### src/rtl/cntdec_pkg.sv
`timescale 1ns/1ps
package cntdec_pkg;
    localparam int unsigned NCOND = 13;
    localparam int unsigned NPINS = 3;
    localparam int unsigned PIN_A = 0;
    localparam int unsigned PIN_B = 1;
    localparam int unsigned PIN_T = 2;

    typedef enum logic [2:0] {
        FS_LOW, FS_RISE1, FS_RISE2, FS_HIGH, FS_FALL1, FS_FALL2
    } filt_state_e;

    typedef enum logic [1:0] {
        OS_IDLE, OS_UP, OS_DOWN
    } out_state_e;
endpackage

### src/rtl/cntdec_tick.sv
`timescale 1ns/1ps
module cntdec_tick #(
    parameter int STEP_LOG2 = 2,
    parameter int NCODES    = 4,
    localparam int CODE_W   = $clog2(NCODES)
) (
    input  logic              clk,
    input  logic              rst_n,
    input  logic [CODE_W-1:0] div_sel,
    output logic              tick
);
    localparam int MAX_DIV = 1 << (STEP_LOG2 * (NCODES - 1));
    localparam int CW      = $clog2(MAX_DIV) + 1;

    logic [CW-1:0] cnt_q;
    logic [CW-1:0] reload;

    always_comb begin
        reload = '0;
        for (int i = 0; i < NCODES; i++) begin
            if (div_sel == CODE_W'(i))
                reload = CW'((64'd1 << (STEP_LOG2 * i)) - 64'd1);
        end
    end

    assign tick = (cnt_q == '0);

    always_ff @(posedge clk) begin
        if (!rst_n)    cnt_q <= '0;
        else if (tick) cnt_q <= reload;
        else           cnt_q <= cnt_q - 1'b1;
    end

    // code 0 keeps ticking every cycle
    p_div1_every_r10: assert property (@(posedge clk) disable iff (!rst_n)
        $past(tick && div_sel == '0) |-> tick);
    // any larger code spaces ticks apart
    p_div_spacing_r10: assert property (@(posedge clk) disable iff (!rst_n)
        (tick && div_sel != '0) |=> !tick);
endmodule

### src/rtl/cntdec_filter.sv
`timescale 1ns/1ps
module cntdec_filter
    import cntdec_pkg::*;
(
    input  logic clk,
    input  logic rst_n,
    input  logic tick,
    input  logic raw,
    output logic level
);
    filt_state_e state_q, state_d;

    always_ff @(posedge clk) begin
        if (!rst_n) state_q <= FS_LOW;
        else        state_q <= state_d;
    end

    always_comb begin
        state_d = state_q;
        if (tick) begin
            unique case (state_q)
                FS_LOW:   state_d = raw ? FS_RISE1 : FS_LOW;
                FS_RISE1: state_d = raw ? FS_RISE2 : FS_LOW;
                FS_RISE2: state_d = raw ? FS_HIGH  : FS_LOW;
                FS_HIGH:  state_d = raw ? FS_HIGH  : FS_FALL1;
                FS_FALL1: state_d = raw ? FS_HIGH  : FS_FALL2;
                FS_FALL2: state_d = raw ? FS_HIGH  : FS_LOW;
                default:  state_d = FS_LOW;
            endcase
        end
    end

    always_comb begin
        unique case (state_q)
            FS_HIGH, FS_FALL1, FS_FALL2: level = 1'b1;
            default:                     level = 1'b0;
        endcase
    end

    // a new high level is only taken on a tick that sampled high
    p_accept_high_r9: assert property (@(posedge clk) disable iff (!rst_n)
        $rose(level) |-> $past(raw && tick));
    p_accept_low_r9: assert property (@(posedge clk) disable iff (!rst_n)
        $fell(level) |-> $past(!raw && tick));
endmodule

### src/rtl/cntdec_sense.sv
`timescale 1ns/1ps
module cntdec_sense
    import cntdec_pkg::*;
(
    input  logic             clk,
    input  logic             rst_n,
    input  logic             tick,
    input  logic [NPINS-1:0] pins,
    input  logic [NPINS-1:0] filt_en,
    output logic [NPINS-1:0] lvl,
    output logic [NPINS-1:0] rise,
    output logic [NPINS-1:0] fall
);
    for (genvar p = 0; p < NPINS; p++) begin : g_pin
        logic raw_q;
        logic flt;
        logic lvl_d;

        always_ff @(posedge clk) begin
            if (!rst_n) begin
                raw_q <= 1'b0;
                lvl_d <= 1'b0;
            end else begin
                raw_q <= pins[p];
                lvl_d <= lvl[p];
            end
        end

        cntdec_filter u_filt (
            .clk   (clk),
            .rst_n (rst_n),
            .tick  (tick),
            .raw   (raw_q),
            .level (flt)
        );

        assign lvl[p]  = filt_en[p] ? flt : raw_q;
        assign rise[p] = lvl[p] & ~lvl_d;
        assign fall[p] = ~lvl[p] & lvl_d;

        // a rising edge cannot repeat on the next cycle
        p_one_edge_r8: assert property (@(posedge clk) disable iff (!rst_n)
            rise[p] |=> !rise[p]);
    end
endmodule

### src/rtl/cntdec_cond.sv
`timescale 1ns/1ps
module cntdec_cond
    import cntdec_pkg::*;
(
    input  logic [NPINS-1:0] lvl,
    input  logic [NPINS-1:0] rise,
    input  logic [NPINS-1:0] fall,
    input  logic             evt,
    input  logic             ovf,
    input  logic             unf,
    output logic [NCOND-1:0] cond
);
    always_comb begin
        cond[0]  = ~lvl[PIN_A] & rise[PIN_B];
        cond[1]  = ~lvl[PIN_A] & fall[PIN_B];
        cond[2]  =  lvl[PIN_A] & rise[PIN_B];
        cond[3]  =  lvl[PIN_A] & fall[PIN_B];
        cond[4]  = ~lvl[PIN_B] & rise[PIN_A];
        cond[5]  = ~lvl[PIN_B] & fall[PIN_A];
        cond[6]  =  lvl[PIN_B] & rise[PIN_A];
        cond[7]  =  lvl[PIN_B] & fall[PIN_A];
        cond[8]  = rise[PIN_T];
        cond[9]  = fall[PIN_T];
        cond[10] = evt;
        cond[11] = ovf;
        cond[12] = unf;
    end
endmodule

### src/rtl/edge_count_decoder.sv
`timescale 1ns/1ps
module edge_count_decoder
    import cntdec_pkg::*;
#(
    parameter int MASK_W    = 32,
    parameter int DN_BASE   = 16,
    parameter int STEP_LOG2 = 2,
    parameter int NCODES    = 4,
    localparam int DIV_W    = $clog2(NCODES)
) (
    input  logic              clk,
    input  logic              rst_n,
    input  logic              pin_a,
    input  logic              pin_b,
    input  logic              pin_trig,
    input  logic              evt_stb,
    input  logic              pair_ovf,
    input  logic              pair_unf,
    input  logic [MASK_W-1:0] cond_mask,
    input  logic [NPINS-1:0]  filt_en,
    input  logic [DIV_W-1:0]  filt_div,
    output logic              cnt_up,
    output logic              cnt_dn,
    output logic              int_clk_sel
);
    logic             tick;
    logic [NPINS-1:0] lvl, rise, fall;
    logic [NCOND-1:0] cond;
    logic             evt_q, ovf_q, unf_q;
    logic             up_hit, dn_hit;
    out_state_e       os_q, os_d;

    always_ff @(posedge clk) begin
        if (!rst_n) begin
            evt_q <= 1'b0;
            ovf_q <= 1'b0;
            unf_q <= 1'b0;
        end else begin
            evt_q <= evt_stb;
            ovf_q <= pair_ovf;
            unf_q <= pair_unf;
        end
    end

    cntdec_tick #(.STEP_LOG2(STEP_LOG2), .NCODES(NCODES)) u_tick (
        .clk     (clk),
        .rst_n   (rst_n),
        .div_sel (filt_div),
        .tick    (tick)
    );

    cntdec_sense u_sense (
        .clk     (clk),
        .rst_n   (rst_n),
        .tick    (tick),
        .pins    ({pin_trig, pin_b, pin_a}),
        .filt_en (filt_en),
        .lvl     (lvl),
        .rise    (rise),
        .fall    (fall)
    );

    cntdec_cond u_cond (
        .lvl  (lvl),
        .rise (rise),
        .fall (fall),
        .evt  (evt_q),
        .ovf  (ovf_q),
        .unf  (unf_q),
        .cond (cond)
    );

    assign up_hit = |(cond & cond_mask[NCOND-1:0]);
    assign dn_hit = |(cond & cond_mask[DN_BASE +: NCOND]);

    always_ff @(posedge clk) begin
        if (!rst_n) begin
            os_q        <= OS_IDLE;
            int_clk_sel <= 1'b1;
        end else begin
            os_q        <= os_d;
            int_clk_sel <= (cond_mask == '0);
        end
    end

    always_comb begin
        unique case ({up_hit, dn_hit})
            2'b10:   os_d = OS_UP;
            2'b01:   os_d = OS_DOWN;
            default: os_d = OS_IDLE;
        endcase
    end

    always_comb begin
        cnt_up = 1'b0;
        cnt_dn = 1'b0;
        unique case (os_q)
            OS_UP:   cnt_up = 1'b1;
            OS_DOWN: cnt_dn = 1'b1;
            default: ;
        endcase
    end

    // never both directions at once
    p_excl_r6: assert property (@(posedge clk) disable iff (!rst_n)
        !(cnt_up && cnt_dn));
    // an empty mask issues nothing
    p_zero_mask_r7: assert property (@(posedge clk) disable iff (!rst_n)
        int_clk_sel |-> (!cnt_up && !cnt_dn));
    // the four B-edge pairings are mutually exclusive
    p_b_pair_r2: assert property (@(posedge clk) disable iff (!rst_n)
        $onehot0(cond[3:0]));
    // a strobe pulse reaches the output state one edge later
    p_evt_path_r4: assert property (@(posedge clk) disable iff (!rst_n)
        (evt_q && cond_mask[10] && (cond & cond_mask[DN_BASE +: NCOND]) == '0) |=> cnt_up);
endmodule

### config.mk
export PLATFORM = sky130hd
export DESIGN_NAME = edge_count_decoder
export DESIGN_NICKNAME = d
export VERILOG_FILES = /design/src/rtl/cntdec_pkg.sv /design/src/rtl/cntdec_tick.sv /design/src/rtl/cntdec_filter.sv /design/src/rtl/cntdec_sense.sv /design/src/rtl/cntdec_cond.sv /design/src/rtl/edge_count_decoder.sv
export SDC_FILE = /design/constraint.sdc
export NUM_CORES = 1
export LEC_CHECK = 0
export BUFFER_PORTS_ARGS = -buffer_cell sky130_fd_sc_hd__clkbuf_2
export CORE_MARGIN = 2
export CORE_UTILIZATION = 40
export CTS_CLUSTER_DIAMETER = 80
export DETAILED_ROUTE_END_ITERATION = 10
export PLACE_DENSITY = 0.72
export SETUP_SLACK_MARGIN = 0.2
export SLEW_MARGIN = 20
export SYNTH_ARGS = -nofsm -noshare
export SYNTH_HDL_FRONTEND = slang
export SYNTH_SLANG_ARGS = --single-unit
export TNS_END_PERCENT = 30
### constraint.sdc
create_clock -name clk -period 1.75 [get_ports clk]
set_clock_uncertainty 0.05 [all_clocks]
set_input_delay 0.0875 -clock clk [delete_from_list [all_inputs] [get_ports clk]]
set_output_delay 0.0875 -clock clk [all_outputs]
set_load 0.01 [all_outputs]
==> impl_metrics.json <==
{
  "status": "complete, no violations",
  "ys_types": 43,
  "met1Wirelength_um": 1840,
  "netlist_instances": 171,
  "row_count": 22,
  "rsz0062_at_grt": "true",
  "cts_buffers": 3,
  "arrival_ns": 1.87,
  "relSlewSlack_pct": 69.7,
  "grt_pass1_vias": 1343,
  "track_usage_pct": 17.2,
  "critPathTopFamily": "compound AO/OA/AOI/OAI gates",
  "dr_total_vias": 1521,
  "fin_crit_sh_pct": 99.4,
  "ir_drop_mv": 0.888,
  "viasPerCell": 5.53,
  "die_h_um": 66.7,
  "hold_path_class": "in -> reg",
  "synth_flop_cell": "dfxtp_1",
  "r2r_end": "os_q[1]$_SDFF_PN0_",
  "drv_cap": 0,
  "fin_ws_ns": 0.00990,
  "synth-edff-count": 0,
  "synthesis.area_um2": 1570,
  "ys_seq_elements": 28,
  "drt_wl_total_um": 3800,
  "syn2layout_area_growth_pct": 31.0,
  "p_per_area_nw_per_um2": 927,
  "synth_top_area_cell": "dfxtp_1",
  "async_reset_ff_share_pct": 0,
  "critical_path.startpoint": "u_sense.g_pin[1].u_filt.state_q[2]$_SDFFE_PN0P_",
  "critical_path.cell_chain": "nand3b_1 > a31oi_4 > mux2i_1 > o2111ai_2 > o211a_1",
  "cp_data_required_time_ns": 1.88,
  "path_class": "reg -> reg",
  "startpoint_type": "register",
  "synth_nets": 218,
  "initial_core_util_pct": 42.3,
  "n_antenna_cell": 0,
  "fmax_mhz": 575,
  "fin_area_um2": 2060,
  "place.gp.congestion": 0.798,
  "period_minus_slack_ns": 1.74,
  "grt-ovfl-total": 0,
  "synth_top_area_share_pct": 35.7,
  "drcViolationCount": 0,
  "final_cell_mix": "clkbuf_2, dfxtp_1, nor2_1",
  "clock_path_buffers": 2,
  "path_max_fanout": 8,
  "postPlaceCellArea_um2": 1870,
  "fin_nets": 275,
  "synth_area_per_cell_um2": 9.18,
  "reg2reg_depth": 5,
  "clock_sinks": 28,
  "drive_above_1_share_pct": 36.1,
  "routedWlPerCell_um": 13.8,
  "grt_pass1_wl_um": 5890,
  "timing.rr.start": "u_sense.g_pin[1].u_filt.state_q[2]$_SDFFE_PN0P_",
  "coreArea_um2": 3720,
  "dr_wl_met2_um": 1830,
  "dr_wl_met3_um": 105,
  "tightest_slew_ns": 0.455,
  "path_buf_inv": 0,
  "dr.max_layer_used": "met4",
  "whs_path_depth": 4,
  "clk_pin_slew_worst_paths_ns": 0.10,
  "hold_start": "cond_mask[10]",
  "grt_max_degree": 27,
  "pre_cts_slack_ns": 0.101,
  "synth_area_leaders": "dfxtp_1, o221a_2, nor2_1, nor4_1, a21boi_0",
  "place_inst": 263,
  "first_pass_iters": 4,
  "final_max_slew_viol_count": 0,
  "fp.dieW_um": 66.7,
  "ios": 48,
  "end_kind": "register",
  "hold_viol_final": 0,
  "die-area_um2": 4440,
  "power_leakage_nw": 0.853,
  "setup_violations": 0,
  "initialDrtViolationCount": 90,
  "worstSkewPairLatency_ns": 0.27,
  "postRouteAntennaNets": 0,
  "reg2reg_setup_slack_ns": 0.01,
  "root_buffer": "clkbuf_8",
  "yosys_warnings": 0,
  "cpPeakStageDelay_ns": 0.38,
  "h-tree-depth": 1,
  "slowest_stage": "dfxtp_4",
  "final_common_cell": "clkbuf_2",
  "seq_area_frac_synth_pct": 35.7,
  "cts_tree": "done",
  "antenna_found_initial": 0,
  "min_to": "int_clk_sel$_SDFF_PN1_",
  "port_buffers": 47,
  "fin_cells": 275,
  "dp_hpwl_um": 2710
}
## worst min-delay path, cell delays in order
cell and delay, ns:
clkbuf_2 0.09, nor4_1 0.04, nand4_1 0.05, o21ai_0 0.07
## per-layer routing
layer	global-route usage, %	up-vias
met3	1.69	2
met1	23.8	711
li1	-	774
met4	6.38	0
met2	27.5	34
met5	0	-
## cells in the mapped netlist, types with 5 or more instances
library cell,n
o221a_2,6
inv_1,5
nand2_1,8
a22oi_1,5
nor2_1,16
a21boi_0,7
nor4_1,9
nand4_1,5
dfxtp_1,28
o21ai_0,8
and2_1,8
nand2b_1,6
## registers in the layout (all words and copies together), names as in the netlist
name and flops:
u_sense.g_pin.raw_q 3, evt_q 1, u_sense.g_pin.lvl_d 3, u_tick.cnt_q 7, int_clk_sel 1, os_q 2, unf_q 1, u_sense.g_pin.u_filt.state_q 9
ovf_q 1
## kinds of logic (layout without fill, tap and decap cells)
group	Yosys count	after routing	share of synthesized area (%)
AO/OA/AOI/OAI	50	50	27.8
XOR/XNOR	4	4	2.23
adder cells (fa/ha/maj)	2	2	1.59
buffers and inverters	10	66	2.47
flip-flops	28	28	35.7
multiplexers	4	4	2.63
AND/OR/NAND/NOR	73	73	27.6
## cell type report
class | count | area (µm²)
Timing Repair Buffer | 57 | 333
Clock buffer | 4 | 55.1
Sequential cell | 28 | 568
Inverter | 5 | 18.8
Multi-Input combinational cell | 133 | 1020
Fill cell | 342 | 1660
Tap cell | 48 | 60.1
## worst max-delay path by stage
| stage | to | slack (ns) | cells past startpoint |
|---|---|---|---|
| after floorplan | os_q[1]$_SDFF_PN0_ | 0.20 | 5 |
| after global placement | os_q[1]$_SDFF_PN0_ | 0.13 | 5 |
| after detailed placement | os_q[0]$_SDFF_PN0_ | 0.10 | 5 |
| after CTS | os_q[0]$_SDFF_PN0_ | 0.09 | 5 |
| after global routing | os_q[0]$_SDFF_PN0_ | -0.07 | 5 |
| final | os_q[1]$_SDFF_PN0_ | 0.01 | 5 |
## stage by stage
step	setup TNS (ns)	total power [W]	hold WS, ns	util [%]
2_1_floorplan	0	0.00125	0.165	-
3_3_place_gp	0	0.00142	0.245	50.3
3_5_place_dp	0	0.00144	0.252	50.3
4_1_cts	0	0.00185	0.0472	53.4
5_1_grt	-0.128	0.00204	0.105	55.4
6_report	0	0.00191	0.0584	55.4
## power breakdown
part | switching, W | internal (W)
sequential | 0.000106 | 0.000728
clock | 0.000206 | 0.000202
combinational | 0.000331 | 0.000334
total | 0.000643 | 0.00126
## what timing repair did
action,4_1_cts,5_1_grt
gates resized for setup,0,11
endpoints found under the hold margin,6,0
hold buffers,6,0
setup endpoints to repair,5,18
setup buffers,0,2
pin swaps,0,3
Note: power is estimated with default switching activity, not from simulation.
